[src/rtl/spc_pkg.sv]
package spc_pkg;
  // Synchronous action chosen for the coming edge (clear is handled in the register)
  typedef enum logic [1:0] {
    OP_HOLD  = 2'd0,
    OP_COUNT = 2'd1,
    OP_LOAD  = 2'd2
  } spc_op_e;
endpackage

[src/rtl/spc_ctrl.sv]
module spc_ctrl
  import spc_pkg::*;
(
  input  logic    load_n,
  input  logic    en_p,
  input  logic    en_t,
  output spc_op_e op
);
  // Load overrides both enables; counting needs both enables
  always_comb begin
    if (!load_n)              op = OP_LOAD;
    else if (en_p && en_t)    op = OP_COUNT;
    else                      op = OP_HOLD;
  end
endmodule

[src/rtl/spc_next.sv]
module spc_next
  import spc_pkg::*;
#(
  parameter int WIDTH   = 4,
  parameter int MODULUS = 10
) (
  input  logic [WIDTH-1:0] q,
  input  logic [WIDTH-1:0] din,
  input  spc_op_e          op,
  output logic [WIDTH-1:0] d_next
);
  localparam logic [WIDTH-1:0] LAST = WIDTH'(MODULUS - 1);

  logic [WIDTH-1:0] incr;

  generate
    if (MODULUS == (1 << WIDTH)) begin : g_binary
      // Full range: natural wrap of the adder
      assign incr = q + 1'b1;
    end else begin : g_modulo
      // Short range: last value returns to zero; out-of-range codes climb to all-ones then wrap
      assign incr = (q == LAST) ? '0 : q + 1'b1;
    end
  endgenerate

  always_comb begin
    unique case (op)
      OP_LOAD:  d_next = din;
      OP_COUNT: d_next = incr;
      default:  d_next = q;
    endcase
  end
endmodule

[src/rtl/spc_reg.sv]
module spc_reg #(
  parameter int WIDTH     = 4,
  parameter bit ASYNC_CLR = 1'b0
) (
  input  logic             clk,
  input  logic             clr_n,
  input  logic [WIDTH-1:0] d_next,
  output logic [WIDTH-1:0] q
);
  generate
    if (ASYNC_CLR) begin : g_async
      always_ff @(posedge clk or negedge clr_n) begin
        if (!clr_n) q <= '0;
        else        q <= d_next;
      end
    end else begin : g_sync
      always_ff @(posedge clk) begin
        if (!clr_n) q <= '0;
        else        q <= d_next;
      end
    end
  endgenerate
endmodule

[src/rtl/spc_carry.sv]
module spc_carry #(
  parameter int WIDTH   = 4,
  parameter int MODULUS = 10
) (
  input  logic [WIDTH-1:0] q,
  input  logic             en_t,
  output logic             carry
);
  localparam logic [WIDTH-1:0] LAST = WIDTH'(MODULUS - 1);
  assign carry = en_t && (q == LAST);
endmodule

[src/rtl/sync_preset_counter.sv]
module sync_preset_counter
  import spc_pkg::*;
#(
  parameter int WIDTH     = 4,
  parameter bit DECADE    = 1'b1,
  parameter bit ASYNC_CLR = 1'b0
) (
  input  logic             clk,
  input  logic             clr_n,
  input  logic             load_n,
  input  logic [WIDTH-1:0] din,
  input  logic             en_p,
  input  logic             en_t,
  output logic [WIDTH-1:0] q,
  output logic             carry
);
  localparam int MODULUS = DECADE ? 10 : (1 << WIDTH);

  spc_op_e          op;
  logic [WIDTH-1:0] d_next;

  spc_ctrl u_ctrl (
    .load_n (load_n),
    .en_p   (en_p),
    .en_t   (en_t),
    .op     (op)
  );

  spc_next #(.WIDTH(WIDTH), .MODULUS(MODULUS)) u_next (
    .q      (q),
    .din    (din),
    .op     (op),
    .d_next (d_next)
  );

  spc_reg #(.WIDTH(WIDTH), .ASYNC_CLR(ASYNC_CLR)) u_reg (
    .clk    (clk),
    .clr_n  (clr_n),
    .d_next (d_next),
    .q      (q)
  );

  spc_carry #(.WIDTH(WIDTH), .MODULUS(MODULUS)) u_carry (
    .q      (q),
    .en_t   (en_t),
    .carry  (carry)
  );
endmodule

[config.mk]
export PLATFORM = sky130hd
export DESIGN_NAME = sync_preset_counter
export DESIGN_NICKNAME = d
export VERILOG_FILES = /design/src/rtl/spc_pkg.sv /design/src/rtl/spc_ctrl.sv /design/src/rtl/spc_next.sv /design/src/rtl/spc_reg.sv /design/src/rtl/spc_carry.sv /design/src/rtl/sync_preset_counter.sv
export SDC_FILE = /design/constraint.sdc
export NUM_CORES = 1
export LEC_CHECK = 0
export BUFFER_PORTS_ARGS = -buffer_cell sky130_fd_sc_hd__clkbuf_2
export CORE_AREA = 2 2 39 41
export CTS_CLUSTER_DIAMETER = 40
export DETAILED_ROUTE_END_ITERATION = 16
export DIE_AREA = 0 0 41 43
export GPL_TIMING_DRIVEN = 0
export PLACE_DENSITY = 0.36
export SLEW_MARGIN = 10
export SYNTH_ARGS = -nofsm -noshare
export SYNTH_HDL_FRONTEND = slang
export SYNTH_SLANG_ARGS = --single-unit
export TNS_END_PERCENT = 30
[constraint.sdc]
create_clock -name clk -period 1.4 [get_ports clk]
set_input_delay 0.21 -clock clk [delete_from_list [all_inputs] [get_ports clk]]
set_output_delay 0.21 -clock clk [all_outputs]
set_load 0.1 [all_outputs]
Yosys cells after proc, flatten, opt, wreduce, memory -nomap -nowiden:

Cells that the tools add are included.

* register bits after elaboration: 4
* output and inout port bits: 5

* $add $sub $neg: 1
* reduce and logical (&&, ||, !) cells: 3
* equal/unequal tests: 3
* multiplexer cells: 4

Operator list (number)
* case mux 4 bit (2 select lines): 1
* adder 4 x 1 -> 4 bit (second input constant): 1
* equality test 4 bit (second input constant): 1
* two-way mux 4 bit: 1
* equality test 2 x 1 -> 1 bit (second input constant): 1
* equality test 2 bit (second input constant): 1
* logical AND 1 bit: 2
* two-way mux 2 bit: 1
* nonzero test 2 bit: 1
* two-way mux 1 bit: 1

Logic depth before layout (Yosys ltp):

Gate-level depths: netlist (run 1).

* depth in word-level cells: 5
* mapped depth: 4
* mapped depth without buffers: 3

Modules after synthesis:

From an unflattened synthesis (run 1), not the netlist that was laid out.

* cell total of the unflattened synthesis: 44
* area total of the unflattened synthesis: 345.3 um^2

Modules (own cells, without submodules)
* spc_next: area each 217.7 um^2, instances 1, cells each 32
* spc_reg: area each 105.1 um^2, instances 1, cells each 8
* spc_carry: area each 12.5 um^2, instances 1, cells each 2
* spc_ctrl: area each 10.0 um^2, instances 1, cells each 2

Least setup slack after synthesis (run 1):

Ideal clock, no wire load.

* kind: reg2out
* start: register u_reg.q[3]
* end: output port carry
* data arrival time: 3.244 ns
* buffers on the path: 0
* data required time: 1.190 ns
* cell stages (with the launch flop): 3
* path slack: -2.054 ns
* cells stage by stage: dfxtp_1 -> nand2b_1 -> nor3_1

* longest elaborated chain between the ends: 2

RTL lines
* start: declaration: RTL line spc_reg.sv:8 `output logic [WIDTH-1:0] q`
* start signal: assignment: RTL line spc_reg.sv:19 `else q <= d_next;`
* equality test 4 bit: RTL line spc_carry.sv:10 `assign carry = en_t && (q == LAST);`
* logical AND 1 bit: RTL line spc_carry.sv:10
* end: declaration: RTL line sync_preset_counter.sv:15 `output logic carry`

Every way passes these cells.

Worst setup path in the final report (run 1):

* start: register u_reg.q[2]
* end: output port carry

Same word-level chain as after synthesis.

==> qor.yml, run 1 <==
status:
  status: "complete, no violations"
floorplan:
  die_w_um: 41
  die_h_um: 43
  fp.dieArea_um2: 1763
  ios: 14
  row_count: 14
  core_area_um2: 1384
  start_util: 0.1745
worst_setup_path:
  required_ns: 1.19
  critical_path_class: "reg2out"
  worstSetupEndpointType: "output port"
  r2r-end: "u_reg.q[1]"
  r2r-start: "u_reg.q[2]"
  crit_fanout: 5
  ff2ff_setup_slack_ns: 0.31
  startpoint_type: "register"
  worst_ep_arrival_time_ns: 1.11
  r2r_cells: 3
drt:
  num_vias: 292
  drcViolationCount: 0
  via_per_inst: 4.635
  dr.pass1.iters: 4
  wl_um: 637
  drt_iter0_drc: 9
  route.detailed.wl_per_inst_um: 10.11
  drtAntennaViolNets: 0
pwr:
  power_density_nw_per_um2: 1068
  p_leak_nw: 0.1642
  total_power_mw: 0.4221
  ir_drop_uv: 408.8
placed_design:
  port_buffers: 12
  hpwl_um: 514.8
  gp_congestion: 0.6627
  placed_cell_area_um2: 360.3
  dp_cells: 59
cts:
  numCtsBuffers: 3
  cts.hold.buffers_added: 0
  postCtsSetupRepairBufs: 0
  clock_path_buffers: 2
  cts_tree: "done"
  htreeDepth: 1
  clock_sinks: 4
  cts_root_buf: "clkbuf_4"
  clk_latency_ns: 0.24
  cts_repair_resize_count: 2
  path_clk_slew_ns: 0.04
final_layout:
  finalNonFillerCells: 63
  syn_to_final_growth_pct: 63.73
  top_register: "u_reg.q"
  largest_reg_flops: 4
  reg_top3: "u_reg.q: 4 flops"
  final_util: 0.2857
  final_area_um2: 395.4
  drive_above_1_share: 0.4894
  diodes: 0
  nets: 57
  fillers: 159
min_path:
  holdPathStages: 3
  whs_endpoint: "u_reg.q[0]"
  worstHoldStart: "din[0]"
  hp-class: "in2reg"
synth:
  ys_types: 18
  syn_area_um2: 241.5
  seq_area_frac_synth: 0.3316
  synthCells: 31
  yosysWarnings: 0
  postSynthAreaPerCell_um2: 7.790
  ys_seq_elements: 4
  synth_top_area_frac: 0.3316
  yosysTopAreaCell: "dfxtp_1"
  yosys-top-cells-area: "dfxtp_1, a21oi_1, xor2_1"
  syn_nets: 40
sta:
  setup_viol_count_final: 0
  worst_slew_pin_slew_ns: 0.5403
  rsz0062_at_grt: "false"
  hold_viol: 0
  fin_skew_ns: 0.006676
  final_min_period_over_clock_period: 0.9406
  whs_ns: 0.2269
  max_freq_ghz: 0.7594
  min_period_ns: 1.317
  slew_headroom: 0.6413
  maxSlewViolCount: 0
job:
  cap_violations: 0
grt:
  track_usage: 0.09729
  grt_pass1_vias: 242
  overflow: 0
  grt_start_max_net_pins: 10
  grt_pass1_wl_um: 1097
  antenna_found_initial: 0
==> critical path, cell delays in order (launching register included) <==
cell      delay [ns]
dfxtp_4         0.35
nand2b_4        0.15
nor3_4          0.11
clkbuf_8        0.26
==> metrics by stage <==
stage / setup slack, ns / TNS (ns)
6_report: 0.08317 / 0
4_1_cts: 0.06561 / 0
3_3_place_gp: 0.1257 / 0
3_5_place_dp: 0.1136 / 0
2_1_floorplan: -0.2415 / -0.2415
5_1_grt: 0.02302 / 0
==> layout make-up <==
class / instances / area, um2 / area share
sequential: 4 / 92.59 / 0.2342
tap: 16 / 20.02 / 0.05063
clock buffer: 4 / 26.28 / 0.06646
inverter: 1 / 3.754 / 0.009494
multi-input combinational: 25 / 180.2 / 0.4557
buffer: 1 / 3.754 / 0.009494
timing repair buffer: 12 / 68.82 / 0.1741
==> report_power, final <==
| part | internal, mW | switching, mW | leakage (nW) |
|---|---|---|---|
| combinational | 0.0316 | 0.0945 | 0.114 |
| clock | 0.107 | 0.0491 | 0.0150 |
| sequential | 0.123 | 0.0167 | 0.0353 |
==> worst max path at each step <==
stage                           from  endpoint  slack [ns]  cells after the start
final                     u_reg.q[2]     carry        0.08                      3
after global placement          en_t     carry        0.13                      4
after global routing      u_reg.q[2]     carry        0.02                      3
after CTS                 u_reg.q[2]     carry        0.07                      3
after detailed placement        en_t     carry        0.11                      4
after floorplan           u_reg.q[0]     carry       -0.24                      2
==> layer usage <==
metal | routed length (um) | global-route usage
met1 | 276 | 0.1378
met2 | 300 | 0.1125
met3 | 55 | 0.04712
met4 | 4 | 0.06000
met5 | 0 | 0
==> placed cells by master (no fill, tap or decap), types with 2 or more instances in the layout <==
cell type | synthesis | final
a21oi_1 | 4 | 4
clkbuf_1 | 1 | 2
clkbuf_2 | 0 | 11
clkbuf_4 | 0 | 3
dfxtp_4 | 0 | 3
nand2_1 | 4 | 3
nand4_1 | 2 | 2
o21ai_0 | 2 | 2
xor2_1 | 2 | 2
==> Yosys cell counts <==
master,number
nor2_1,1
o21ai_0,2
xor2_1,2
clkbuf_1,1
dfxtp_1,4
a21oi_1,4
or3b_1,1
o41a_1,1
nand3b_1,1
nand2_1,4
nand2b_1,2
nor2b_1,1
nand3_2,1
a31oi_1,1
nand4_1,2
nor3_1,1
inv_1,1
a211oi_1,1
==> cell families (layout without fill, tap and decap cells) <==
| logic type | after synthesis | count (layout) | share of synthesized area |
|---|---|---|---|
| AO/OA/AOI/OAI | 9 | 9 | 0.2280 |
| XOR/XNOR | 2 | 2 | 0.07255 |
| buffers and inverters | 2 | 18 | 0.03106 |
| AND/OR/NAND/NOR | 14 | 14 | 0.3368 |
| flip-flops | 4 | 4 | 0.3316 |
Note: power is estimated with default switching activity, not from simulation.
==> run 2: changes to the inputs <==
--- a/config.mk
+++ b/config.mk
@@ -5,13 +5,14 @@
 export SDC_FILE = /design/constraint.sdc
 export NUM_CORES = 1
 export LEC_CHECK = 0
+export ABC_AREA = 1
 export BUFFER_PORTS_ARGS = -buffer_cell sky130_fd_sc_hd__clkbuf_2
 export CORE_AREA = 2 2 39 41
 export CTS_CLUSTER_DIAMETER = 40
 export DETAILED_ROUTE_END_ITERATION = 16
 export DIE_AREA = 0 0 41 43
 export GPL_TIMING_DRIVEN = 0
-export PLACE_DENSITY = 0.36
+export PLACE_DENSITY = 0.39
 export SLEW_MARGIN = 10
 export SYNTH_ARGS = -nofsm -noshare
 export SYNTH_HDL_FRONTEND = slang
==> qor.yml, run 2 <==
grt:
  overflow: 0
  grt_pass1_vias: 311
  grt_pass1_wl_um: 1297
  grt_start_max_net_pins: 8
  track_usage: 0.1084
  antenna_found_initial: 0
cts:
  cts_tree: "done"
  cts_root_buf: "clkbuf_4"
  htreeDepth: 1
  path_clk_slew_ns: 0.04
  clock_sinks: 4
  numCtsBuffers: 3
  clock_path_buffers: 2
  clk_latency_ns: 0.24
synth:
  synth_most_common_cell: "nand2_1"
  ys_types: 14
  yosysTopAreaCell: "dfxtp_1"
  postSynthAreaPerCell_um2: 6.043
  synthCells: 47
  ys_seq_elements: 4
  synthFlopType: "dfxtp_1"
  async_flop_share: 0
  yosys-top-cells-count: "nand2_1, inv_1, nand3_1, nor2_1, dfxtp_1"
  synth-edff-count: 0
  seq_area_frac_synth: 0.2819
  yosys-top-cells-area: "dfxtp_1, nand2_1, inv_1"
  synth_top_area_frac: 0.2819
  syn_area_um2: 284.0
  yosysWarnings: 0
  syn_nets: 56
sta:
  maxSlewViolCount: 0
  whs_ns: 0.2073
  worst_slew_pin_slew_ns: 0.5394
  hold_viol: 0
  min_period_ns: 1.350
  fin_skew_ns: 0.003200
  final_min_period_over_clock_period: 0.9646
  rsz0062_at_grt: "false"
  max_freq_ghz: 0.7405
  slew_headroom: 0.6419
  setup_tns_ns: 0
  setup_viol_count_final: 0
  worst_slack_ns: 0.04950
worst_setup_path:
  critical-path-top-delay-family: "flip-flops"
  crit_fanout: 5
  max_stage_delay_ns: 0.36
  critical_path_class: "reg2out"
  worstPathCellList: "inv_4 -> nand2_4 -> nor3b_4 -> clkbuf_16"
  crit_slowest_cell: "dfxtp_4"
  required_ns: 1.19
  startpoint_type: "register"
  worstSetupEndpointType: "output port"
  cp_num_buf_inv: 2
  worst_ep_arrival_time_ns: 1.14
final_layout:
  drive_above_1_share: 0.4688
  top_register: "u_reg.q"
  fillers: 171
  syn_to_final_growth_pct: 63.88
  ff_latch_area_um2: 95.09
  finalNonFillerCells: 80
  largest_reg_flops: 4
  reg_top3: "u_reg.q: 4 flops"
  multi_input_area_um2: 200.2
  diodes: 0
  mostFrequentLayoutCells: "nand2_1, clkbuf_2, inv_1, nand3_1, nor2_1"
  nets: 75
  layout_commonest_cell: "nand2_1"
  final_area_um2: 465.4
pwr:
  power_density_nw_per_um2: 889.9
  p_leak_nw: 0.2330
  ir_drop_uv: 298.2
job:
  cap_violations: 0
min_path:
  hp-class: "in2reg"
drt:
  num_vias: 352
  drtAntennaViolNets: 0
  route.detailed.wl_per_inst_um: 9.575
  drt_iter0_drc: 4
  dr.pass1.iters: 5
  via_per_inst: 4.400
  wl_um: 766
  drcViolationCount: 0
floorplan:
  ios: 14
  core_area_um2: 1384
  die_w_um: 41
  start_util: 0.2052
  fp.dieArea_um2: 1763
  row_count: 14
  die_h_um: 43
placed_design:
  gp_congestion: 0.6882
  place_ws_ns: 0.02532
  port_buffers: 13
  placed_cell_area_um2: 410.4
  hpwl_um: 614.6
  dp_cells: 76
status:
  status: "complete, no violations"
==> run 2: cell types whose count changed after synthesis, sizes merged, moves of 2 or more <==
cell	before	now
a21oi	4	1
inv	1	8
nand2	4	16
nand2b	2	0
nand3	1	6
nor2	1	6
xor2	2	0
==> run 2: timing repair <==
item,4_1_cts,5_1_grt
hold endpoints to repair,0,0
hold buffers,0,0
setup endpoints to repair,1,1
setup buffers,0,1
resized for setup,5,2
pin swaps,0,1
==> run 2: layout make-up <==
class,count,area share
Multi-Input combinational cell,35,0.4301
Tap cell,16,0.04301
Clock buffer,3,0.04839
Timing Repair Buffer,14,0.1989
Inverter,8,0.07527
Sequential cell,4,0.2043
==> run 2: path summary, 6_finish.rpt <==
path	slack, ns	cells past startpoint	startpoint	to
setup / recovery	0.05	4	u_reg.q[2]	carry
hold / removal	0.21	3	clr_n	u_reg.q[3]
setup reg to reg	0.44	7	u_reg.q[2]	u_reg.q[1]
hold reg to reg	0.55	2	u_reg.q[2]	u_reg.q[2]
==> run 2: worst min-delay path, stage by stage <==
cell	delay (ns)
clkbuf_2	0.08
o21ai_0	0.07
a21oi_1	0.04
==> run 2: kinds of logic (layout without fill, tap and decap cells) <==
family	count (synthesis)	count (layout)	share of synthesized area
AND/OR/NAND/NOR	30	30	0.5154
buffers and inverters	8	25	0.1057
AO/OA/AOI/OAI	5	5	0.09689
flip-flops	4	4	0.2819
==> run 2: power by group <==
part | total (mW) | leakage, nW | switching, mW | internal [mW]
Combinational | 0.134 | 0.184 | 0.0976 | 0.0364
Clock | 0.144 | 0.0138 | 0.0484 | 0.0960
Sequential | 0.136 | 0.0357 | 0.0154 | 0.120
Total | 0.414 | 0.233 | 0.161 | 0.253
==> run 2: routing by layer <==
layer | track usage | part of all wire | up-vias | wire (um)
met5 | 0 | 0 | - | 0
met4 | 0.06000 | 0.025 | 0 | 19
met3 | 0.01571 | 0.044 | 2 | 34
met2 | 0.1688 | 0.50 | 12 | 382
met1 | 0.1350 | 0.43 | 152 | 331
li1 | - | - | 186 | -
==> run 2: through the flow <==
stage,total power [mW],util
final,0.4142,0.3363
after detailed placement,0.2662,0.2966
after global routing,0.4408,0.3363
after CTS,0.4172,0.3273
after global placement,0.2662,0.2966
after floorplan,0.2326,-
